[src/rtl/ev_prescale_pkg.sv]
// Shared types for the prescaled event counter.
package ev_prescale_pkg;
    // Next-state action chosen for the divider register.
    typedef enum logic [1:0] {
        DIV_HOLD   = 2'd0,
        DIV_DEC    = 2'd1,
        DIV_RELOAD = 2'd2,
        DIV_LOAD   = 2'd3
    } div_act_e;
endpackage

[src/rtl/ev_reload_reg.sv]
// Reload value register. Assumes the strobe is one cycle wide.
module ev_reload_reg #(
    parameter int DIV_W = 32
) (
    input  logic             clk,
    input  logic             rst_n,
    input  logic             wr_en,
    input  logic [DIV_W-1:0] wr_val,
    output logic [DIV_W-1:0] val_q
);
    // Load on write, clear on reset, otherwise hold.
    always_ff @(posedge clk) begin
        if (!rst_n)     val_q <= '0;
        else if (wr_en) val_q <= wr_val;
    end
endmodule

[src/rtl/ev_divider.sv]
// Down-counting divider. It decrements on each tick while nonzero.
// On the tick after it reads zero it reloads. A write beats a tick.
// roll flags the tick at which it reloads, or sticks at zero when the
// reload value is zero.
module ev_divider
    import ev_prescale_pkg::*;
#(
    parameter int DIV_W = 32
) (
    input  logic             clk,
    input  logic             rst_n,
    input  logic             tick_en,
    input  logic             wr_en,
    input  logic [DIV_W-1:0] wr_val,
    input  logic [DIV_W-1:0] reload_val,
    output logic [DIV_W-1:0] cnt_q,
    output logic             roll
);
    div_act_e act;
    logic     at_zero;

    // Choose this cycle's action, with the write taking priority.
    always_comb begin
        at_zero = (cnt_q == '0);
        if (wr_en)        act = DIV_LOAD;
        else if (!tick_en) act = DIV_HOLD;
        else if (at_zero)  act = DIV_RELOAD;
        else               act = DIV_DEC;
    end

    // The event is raised by the tick on the old count, regardless of any write.
    assign roll = tick_en && at_zero;

    // Apply the chosen action to the divider register.
    always_ff @(posedge clk) begin
        if (!rst_n) cnt_q <= '0;
        else begin
            unique case (act)
                DIV_LOAD:   cnt_q <= wr_val;
                DIV_RELOAD: cnt_q <= reload_val;
                DIV_DEC:    cnt_q <= cnt_q - 1'b1;
                default:    cnt_q <= cnt_q;
            endcase
        end
    end
endmodule

[src/rtl/ev_upcount.sv]
// Event up-counter. It advances on each divider roll and wraps silently.
// A write beats an increment in the same cycle.
module ev_upcount #(
    parameter int CNT_W = 32
) (
    input  logic             clk,
    input  logic             rst_n,
    input  logic             inc,
    input  logic             wr_en,
    input  logic [CNT_W-1:0] wr_val,
    output logic [CNT_W-1:0] cnt_q
);
    localparam logic [CNT_W-1:0] STEP = CNT_W'(1);

    // Load, increment modulo 2^CNT_W, or hold.
    always_ff @(posedge clk) begin
        if (!rst_n)     cnt_q <= '0;
        else if (wr_en) cnt_q <= wr_val;
        else if (inc)   cnt_q <= cnt_q + STEP;
    end
endmodule

[src/rtl/ev_prescale_counter.sv]
// Prescaled reloadable event counter, top level.
// Assumes tick_en is a one-cycle enable in the clk domain, and that the
// address decode producing the write strobes lives outside this block.
// Requires DIV_W <= DATA_W and CNT_W <= DATA_W.
module ev_prescale_counter #(
    parameter int DATA_W = 32,
    parameter int DIV_W  = 32,
    parameter int CNT_W  = 32
) (
    input  logic              clk,
    input  logic              rst_n,
    input  logic              tick_en,
    input  logic              wr_reload,
    input  logic              wr_div,
    input  logic              wr_count,
    input  logic [DATA_W-1:0] wr_data,
    output logic [DIV_W-1:0]  reload_val,
    output logic [DIV_W-1:0]  div_val,
    output logic [CNT_W-1:0]  count_val
);
    localparam int DIV_MSB = DIV_W - 1;
    localparam int CNT_MSB = CNT_W - 1;

    logic roll;

    ev_reload_reg #(.DIV_W(DIV_W)) u_reload (
        .clk(clk), .rst_n(rst_n), .wr_en(wr_reload),
        .wr_val(wr_data[DIV_MSB:0]), .val_q(reload_val)
    );

    ev_divider #(.DIV_W(DIV_W)) u_div (
        .clk(clk), .rst_n(rst_n), .tick_en(tick_en), .wr_en(wr_div),
        .wr_val(wr_data[DIV_MSB:0]), .reload_val(reload_val),
        .cnt_q(div_val), .roll(roll)
    );

    ev_upcount #(.CNT_W(CNT_W)) u_cnt (
        .clk(clk), .rst_n(rst_n), .inc(roll), .wr_en(wr_count),
        .wr_val(wr_data[CNT_MSB:0]), .cnt_q(count_val)
    );
endmodule

[config.mk]
export PLATFORM = sky130hd
export DESIGN_NAME = ev_prescale_counter
export DESIGN_NICKNAME = d
export VERILOG_FILES = /design/src/rtl/ev_prescale_pkg.sv /design/src/rtl/ev_reload_reg.sv /design/src/rtl/ev_divider.sv /design/src/rtl/ev_upcount.sv /design/src/rtl/ev_prescale_counter.sv
export SDC_FILE = /design/constraint.sdc
export NUM_CORES = 1
export LEC_CHECK = 0
export BUFFER_PORTS_ARGS = -buffer_cell sky130_fd_sc_hd__buf_4
export CAP_MARGIN = 40
export CORE_ASPECT_RATIO = 0.6
export CORE_MARGIN = 2
export CORE_UTILIZATION = 37
export CTS_CLUSTER_SIZE = 20
export DETAILED_ROUTE_END_ITERATION = 10
export GPL_TIMING_DRIVEN = 0
export PLACE_DENSITY = 0.6
export SYNTH_ARGS = -nofsm -noshare
export SYNTH_HDL_FRONTEND = slang
export SYNTH_SLANG_ARGS = --single-unit
[constraint.sdc]
create_clock -name clk -period 5.9 [get_ports clk]
set_input_delay 0.295 -clock clk [delete_from_list [all_inputs] [get_ports clk]]
set_output_delay 0.295 -clock clk [all_outputs]
set_load 0.02 [all_outputs]
After elaboration in Yosys (flattened, before gate mapping)
Index checks and enable logic that the tools add are counted.

word-level totals
  bits in registers = 96
  bits of input ports = 38
  output and inout bits = 96
  logic and storage cells = 18

operators by class
  add/sub/neg operators = 2
  eq/ne operators = 3
  muxes and demuxes = 6
  reduce and logical (&&, ||, !) cells = 4

operator list
  operator               number
  $pmux 32 s3            1
  $mux 32                2
  $add 32x1->32 const B  1
  $logic_not 32->1       1
  $sub 32x1->32 const B  1
  $mux 2                 3
  $eq 2x2->1 const B     2
  $reduce_bool 3->1      1
  $eq 2x1->1 const B     1
  $reduce_bool 2->1      1
  $logic_and 1x1->1      1

Depth between registers and ports, before layout
Gate-level depths: netlist (run 1).

  depth after elaboration = 6
  gate-level depth with buffers = 9
  depth with buffers taken out = 7

By module
A second synthesis (run 1) with hierarchy kept.

second synthesis, totals
  cells, all modules = 676
  area, all modules = 5,557.8 um^2

by module, submodules not included
  module         times used  cells each  area each (um^2)  seq. area each (um^2)
  ev_divider     1           337         2,453.6           640.6
  ev_upcount     1           236         1,860.5           640.6
  ev_reload_reg  1           103         1,243.7           640.6

Least setup slack after synthesis (run 1)
Ideal clock, no wire load.

  kind = register to register
  start point = register u_div.cnt_q[19]
  end point = register u_cnt.cnt_q[19]
  setup time = 0.074 ns
  arrival = 2.636 ns
  slack = 3.190 ns
  cell stages (with the launch flop) = 8
  path buffers = 2
  period minus slack after synthesis = 2.710 ns
  cell sequence = dfxtp_1 or4_4 or4_4 buf_6 or4_1 buf_2 or3_1 a31oi_1

between the ends
  cells in the longest elaborated chain, start to end = 3

ends and longest elaborated chain
  item                         RTL line          RTL
  from (decl)                  ev_divider.sv:16  output logic [DIV_W-1:0] cnt_q,
  from (signal assigned)       ev_divider.sv:39  DIV_LOAD: cnt_q <= wr_val;
  from (signal assigned)       ev_divider.sv:40  DIV_RELOAD: cnt_q <= reload_val;
  from (signal assigned)       ev_divider.sv:41  DIV_DEC: cnt_q <= cnt_q - 1'b1;
  $logic_not 32->1             ev_divider.sv:24  at_zero = (cnt_q == '0);
  $logic_and 1x1->1            ev_divider.sv:32  assign roll = tick_en && at_zero;
  $reduce_bool 2->1 (no line)  --
  to (signal assigned)         ev_upcount.sv:18  else if (wr_en) cnt_q <= wr_val;
  to (signal assigned)         ev_upcount.sv:19  else if (inc) cnt_q <= cnt_q + STEP;
  to (decl)                    ev_upcount.sv:11  output logic [CNT_W-1:0] cnt_q

No other way between the ends.
A chain may end at the register's enable or synchronous reset.

Final worst setup path (run 1)
  start point = register u_div.cnt_q[19]
  end point = register u_cnt.cnt_q[20]

Same word-level chain as after synthesis.

==> impl_metrics.env, run 1 <==
export IMPL_initial_core_util_pct=38.48
export IMPL_ctsResizeCount=0
export IMPL_grt_pass1_wl_um=33470
export IMPL_layout_nets=846
export IMPL_cp_slowest_cell="nor4_1"
export IMPL_p_total_mw=1.814
export IMPL_cp_max_fo=10
export IMPL_clkTransAtPathRegs_ps=70
export IMPL_wirelength_um=22100
export IMPL_cts_root_buffer="clkbuf_16"
export IMPL_instances_no_fill=1001
export IMPL_ios=134
export IMPL_status="finished, final reports clean"
export IMPL_num_vias=6199
export IMPL_synthMuxAreaShare_pct=6.958
export IMPL_clk_path_buf_depth=2
export IMPL_synthesis_area_um2=5323
export IMPL_rows=33
export IMPL_synth_nets=701
export IMPL_antenna_cells=0
export IMPL_synth_avg_cell_area_um2=8.065
export IMPL_worstPathCellList="or4_4, nor4_1, nand4_1, clkbuf_1, buf_1, o31ai_1, a31oi_1"
export IMPL_design_core_area_um2=13830
export IMPL_synthXorXnorAreaFrac_pct=4.278
export IMPL_place_area_um2=6570
export IMPL_grt_use_total_pct=27.92
export IMPL_syn2layout_area_growth_pct=29.45
export IMPL_cts_max_level=3
export IMPL_synth_top_family_by_area="simple AND/OR/NAND/NOR gates"
export IMPL_fp_dieArea_um2=15390
export IMPL_async_flop_share_pct=0
export IMPL_drc=0
export IMPL_grt_max_degree=16
export IMPL_synth_edf_count=0
export IMPL_cp_end_kind="flop"
export IMPL_fmax_ghz=0.2917
export IMPL_firstDrtPassIters=5
export IMPL_hold_violations=0
export IMPL_required_ps=6100
export IMPL_synth_cells=660
export IMPL_cts_hold_buf=0
export IMPL_postLayoutCellArea_um2=6890
export IMPL_slowest_delay_ps=700
export IMPL_utilization_pct=49.81
export IMPL_yosys_warnings=0
export IMPL_setup_violations=0
export IMPL_period_needed_ps=3428
export IMPL_dp_hpwl_um=16770
export IMPL_slew_headroom_pct=36.02
export IMPL_p_leak_nw=2.722
export IMPL_hold_path_class="in2reg"
export IMPL_fillers=1312
export IMPL_ys_ff_latch=96
export IMPL_cts_buffers=9
export IMPL_crit_buf_inv=2
export IMPL_ys_seq_area_share_pct=36.11
export IMPL_cap_violations=0
export IMPL_antenna_found_initial=0
export IMPL_gr_total_overflow=0
export IMPL_fin_crit_sh_pct=58.10
export IMPL_die_y_um=96.91
export IMPL_rsz0062_at_grt="false"
export IMPL_synthSimpleGateAreaFrac_pct=26.82
export IMPL_first_global_vias=5727
export IMPL_die_w_um=158.8
export IMPL_synth_ff_type="dfxtp_1"
export IMPL_synth_compound_area_share_pct=20.64
export IMPL_post_cts_buffers=0
export IMPL_synth_cell_types=57
export IMPL_worstMarginPinSlew_ps=950.9
export IMPL_first_iter_violations=710
export IMPL_gp_congestion=0.9313
export IMPL_clk_latency_ps=350
export IMPL_cts_sinks=96
export IMPL_viasPerCell=6.193
export IMPL_dp_cells=986
export IMPL_skew_ps=10.48
export IMPL_synth_adder_area_share_pct=0.7052
export IMPL_tns_ps=0
export IMPL_drv_slew=0
export IMPL_cts_tree="yes"
export IMPL_criticalPathCategory="reg2reg"
export IMPL_arrival_ps=3630
export IMPL_portBuffers=130
export IMPL_ir_drop_mv=0.1323
export IMPL_cp_start_kind="flop"
export IMPL_drive_gt1_share_pct=21.01
export IMPL_power_density_nw_per_um2=263.3
export IMPL_antenna_left=0
export IMPL_wl_per_cell_um=22.08
export IMPL_cp_top_family="simple AND/OR/NAND/NOR gates"
-- through the flow --
step / setup slack [ps] / hold slack [ps]
3_3_place_gp: 2591 / 499.8
4_1_cts: 2597 / 203.4
6_report: 2472 / 211.9
2_1_floorplan: 3190 / 441.1
5_1_grt: 2273 / 217.8
3_5_place_dp: 2559 / 499.8
-- tightest hold or removal path: cells and delay by family --
kind | cells | cell delay (ps)
muxes | 1 | 60
and+or+nand+nor | 1 | 70
buffers and inverters | 1 | 100
-- flip-flops by register name, indices dropped and copies added, names as in the netlist --
register,cells
u_cnt.cnt_q,32
u_div.cnt_q,32
u_reload.val_q,32
-- synth_stat cells, types with 2 or more instances --
library cell	instances	area (µm²)
a211oi_1	2	15.01
a21oi_1	33	165.2
a221oi_1	2	17.52
a311oi_1	5	43.79
a31oi_1	31	193.9
and2_1	2	12.51
and3_1	16	100.1
and3_2	2	15.01
and4_1	3	26.28
and4_2	2	20.02
buf_1	7	26.28
clkbuf_1	34	127.6
dfxtp_1	96	1922
ha_1	3	37.54
inv_1	10	37.54
mux2i_1	37	370.4
nand2_1	32	120.1
nand3_1	29	145.1
nand4_1	18	112.6
nor2_1	65	244.0
nor2b_1	3	18.77
nor3_1	19	95.09
nor3b_1	7	52.55
nor4_1	13	81.33
o211ai_1	4	30.03
o21a_1	2	15.01
o21ai_0	58	290.3
o22ai_1	8	50.05
o311ai_0	3	26.28
o31ai_1	15	112.6
o32ai_1	7	61.31
o41ai_1	2	17.52
or2_2	5	31.28
or3_1	19	118.9
or4_1	19	142.6
or4_4	2	22.52
xnor2_1	16	140.1
xor2_1	10	87.58
-- cell families (layout without fill, tap and decap cells) --
family	Yosys count	in the layout
fa+ha+maj	3	3
mux	37	37
buf+inv	56	205
xor+xnor	26	26
simple gates	263	263
compound gates	179	179
flops	96	96
-- layer usage --
layer  global-route usage, %  wire, µm  part of all wire (%)  vias up
met4                   8.186       423                   1.9        0
met2                   38.90      8862                    40      416
met5                       0         0                     0        -
met1                   41.41     10270                    46     2943
met3                   7.590      2543                    12       39
li1                        -         -                     -     2801
-- power breakdown --
| part | total, mW | internal, mW | switching [mW] |
|---|---|---|---|
| combinational | 0.400 | 0.160 | 0.240 |
| clock | 0.654 | 0.381 | 0.272 |
| sequential | 0.760 | 0.693 | 0.0678 |
| total | 1.81 | 1.23 | 0.580 |
-- layout make-up --
class                      count  area [µm²]  area share (%)
clock buffer                  10       239.0           3.468
inverter                      10       37.54          0.5448
timing repair buffer         134        1007           14.62
tap                          192       240.2           3.486
multi-input combinational    508        3162           45.89
buffer                        46       201.4           2.924
sequential                    96        1922           27.89
clock inverter                 5       81.33           1.180
-- cells in the final DEF, fill, tap and decap left out, types with 8 or more instances in the layout --
master       n
buf_4      130
or3_1       19
mux2i_1     37
o21ai_0     58
dfxtp_1     96
or4_1       19
clkbuf_16    9
xor2_1      10
o22ai_1      8
nor3_1      19
nor4_1      13
nor2_1      65
clkbuf_1    34
o31ai_1     15
xnor2_1     16
a31oi_1     31
inv_1       10
nand2_1     32
a21oi_1     33
and3_1      16
nand3_1     29
nand4_1     18
-- worst paths after layout --
path	slack (ps)	end	cells after the start	from
max	2470	u_cnt.cnt_q[20]	7	u_div.cnt_q[19]
min	210	u_reload.val_q[27]	3	wr_data[27]
min reg2reg	510	u_cnt.cnt_q[22]	2	u_cnt.cnt_q[22]
max reg2reg	2470	u_cnt.cnt_q[20]	7	u_div.cnt_q[19]
(Power assumes the default switching activity.)
==> inputs of run 2 (changes only) <==
--- a/config.mk
+++ b/config.mk
@@ -13,7 +13,7 @@
 export CTS_CLUSTER_SIZE = 20
 export DETAILED_ROUTE_END_ITERATION = 10
 export GPL_TIMING_DRIVEN = 0
-export PLACE_DENSITY = 0.6
+export PLACE_DENSITY = 0.62
 export SYNTH_ARGS = -nofsm -noshare
 export SYNTH_HDL_FRONTEND = slang
 export SYNTH_SLANG_ARGS = --single-unit
==> constraint.sdc (replaced) <==
create_clock -name clk -period 2.9 [get_ports clk]
set_input_delay 0.145 -clock clk [delete_from_list [all_inputs] [get_ports clk]]
set_output_delay 0.145 -clock clk [all_outputs]
set_load 0.02 [all_outputs]
==> run 2 against run 1 <==
Setup slack worse by 2400 ps. Sequential power is 100% higher. Critical endpoint is now u_cnt.cnt_q[19]. Final area is 0.94% higher. Sequential share of layout area is 0.24 points lower. Critical path depth stayed put. Combinational power is 110% higher. Cell count is 0.30% higher. Clock-buffer cell count stayed put. Register-to-register slack worse by 2400 ps. Total power is 100% higher. Largest cell class unchanged. Clock skew is 1.8 ps lower.
==> impl_metrics.env, run 2 (synthesis gave the netlist of run 1 again) <==
export IMPL_largestRegisters="u_cnt.cnt_q x32, u_div.cnt_q x32, u_reload.val_q x32"
export IMPL_final_cell_mix="buf_4, dfxtp_1, nor2_1"
export IMPL_min_path_cells=3
export IMPL_p_leak_nw=2.735
export IMPL_grt_use_met1_pct=42.42
export IMPL_criticalPathCategory="reg2reg"
export IMPL_grt_max_degree=17
export IMPL_postLayoutCellArea_um2=6955
export IMPL_cts_sinks=96
export IMPL_num_vias=6145
export IMPL_arrival_ps=3080
export IMPL_syn2layout_area_growth_pct=30.68
export IMPL_hold_violations=0
export IMPL_grt_pass1_wl_um=33420
export IMPL_ios=134
export IMPL_layout_commonest_cell="buf_4"
export IMPL_fin_crit_sh_pct=96.88
export IMPL_r2r_end="u_cnt.cnt_q[19]"
export IMPL_gp_congestion=0.9335
export IMPL_period_needed_ps=2809
export IMPL_rows=33
export IMPL_clkTransAtPathRegs_ps=70
export IMPL_seqPwrFrac_pct=42.6
export IMPL_slew_headroom_pct=38.00
export IMPL_worstMarginPinSlew_ps=922.9
export IMPL_wirelength_um=22100
export IMPL_initial_core_util_pct=38.48
export IMPL_cap_violations=0
export IMPL_switching_share_pct=32.98
export IMPL_setup_violations=0
export IMPL_viasPerCell=6.121
export IMPL_status="finished, final reports clean"
export IMPL_die_y_um=96.91
export IMPL_cts_tree="yes"
export IMPL_r2r_slack_ps=90
export IMPL_cts_root_buffer="clkbuf_16"
export IMPL_portBuffers=130
export IMPL_antenna_left=0
export IMPL_comb_power_share_pct=22.9
export IMPL_power_internal_mw=2.439
export IMPL_r2r_start="u_div.cnt_q[22]"
export IMPL_cp_max_fo=10
export IMPL_drv_slew=0
export IMPL_pwr_share_clk_pct=34.5
export IMPL_die_w_um=158.8
export IMPL_reg2reg_depth=7
export IMPL_top_usage_layer="met1"
export IMPL_netSwitchingPower_mw=1.200
export IMPL_clk_latency_ps=360
export IMPL_power_density_nw_per_um2=523.2
export IMPL_grt_use_total_pct=27.97
export IMPL_first_iter_violations=692
export IMPL_first_global_vias=5609
export IMPL_dp_hpwl_um=16670
export IMPL_antenna_found_initial=0
export IMPL_antenna_cells=0
export IMPL_cts_max_level=3
export IMPL_finalHoldWorstSlack_ps=58.49
export IMPL_firstDrtPassIters=5
export IMPL_cts_buffers=9
export IMPL_grtUsageMet3_pct=6.647
export IMPL_grt_util_met2_pct=38.93
export IMPL_cp_start_kind="flop"
export IMPL_drc=0
export IMPL_cts_hold_buf=0
export IMPL_gr_total_overflow=0
export IMPL_design_core_area_um2=13830
export IMPL_clk_path_buf_depth=2
export IMPL_layout_nets=848
export IMPL_wl_per_cell_um=22.02
export IMPL_cp_end_kind="flop"
export IMPL_ir_drop_mv=0.3365
export IMPL_place_area_um2=6570
export IMPL_required_ps=3170
export IMPL_fp_dieArea_um2=15390
export IMPL_skew_ps=8.676
export IMPL_hold_path_startpoint="wr_data[28]"
export IMPL_drive_gt1_share_pct=22.78
export IMPL_min_to="u_reload.val_q[28]"
export IMPL_fmax_ghz=0.3559
export IMPL_hold_path_class="in2reg"
## run 2: cell count changes in the layout (fill, tap and decap cells not counted), sizes merged
cell and delta:
clkinv -1, clkinvlp +3, bufinv -1, buf +2
## run 2: repair_timing
action	4_1_cts	5_1_grt
setup buffers	0	3
pin swaps	0	2
gates resized for setup	8	10
setup endpoints to repair	41	32
## run 2: stage by stage
stage	util, %	setup slack [ps]	TNS (ps)	power [mW]	instances
floorplan	-	189.7	0	2.002	660
global placement	47.27	-373.8	-7586	2.348	982
detailed placement	47.50	-498.4	-8828	2.370	986
CTS	50.00	1.474	0	3.620	1002
global route	50.28	-3.616	-3.616	3.761	1004
finish	50.28	90.50	0	3.639	1004
## run 2: layer usage
layer	part of all wire, %	routed length [µm]	vias up
li1	-	-	2787
met1	47	10300	2937
met2	40	8918	386
met3	11	2510	35
met4	1.7	380	0
met5	0	0	-
## run 2: power by group through the flow
stage	combinational [mW]	clock [mW]	sequential, mW
final	0.832	1.26	1.55
after global routing	0.881	1.32	1.56
after CTS	0.810	1.26	1.54
after detailed placement	0.798	0	1.57
after global placement	0.781	0	1.57
after floorplan	0.364	0	1.64
## run 2: worst max-delay path, stage by stage, from the launching register on
cell and delay [ps]:
dfxtp_1 360, or4_4 600, or4_4 430, buf_6 160, or4_1 510, clkbuf_4 190
or3_1 320, a31oi_1 160
## run 2: worst max-delay path by stage
stage | startpoint | to | slack, ps | cells past startpoint
6_report | u_div.cnt_q[22] | u_cnt.cnt_q[19] | 90 | 7
5_1_grt | u_div.cnt_q[20] | u_cnt.cnt_q[19] | -4 | 7
4_1_cts | u_div.cnt_q[19] | u_div.cnt_q[26] | 1 | 8
3_5_place_dp | u_div.cnt_q[19] | u_cnt.cnt_q[12] | -500 | 7
3_3_place_gp | u_div.cnt_q[19] | u_cnt.cnt_q[22] | -370 | 7
2_1_floorplan | u_div.cnt_q[19] | u_cnt.cnt_q[19] | 190 | 7
## run 2: final cells by class
type	count	area, µm²
sequential	96	1923
buffer	45	210.2
tap	192	240.2
timing repair buffer	137	1030
inverter	10	37.54
clock inverter	6	68.82
clock buffer	10	239.0
fill	1337	6877
multi-input combinational	508	3207
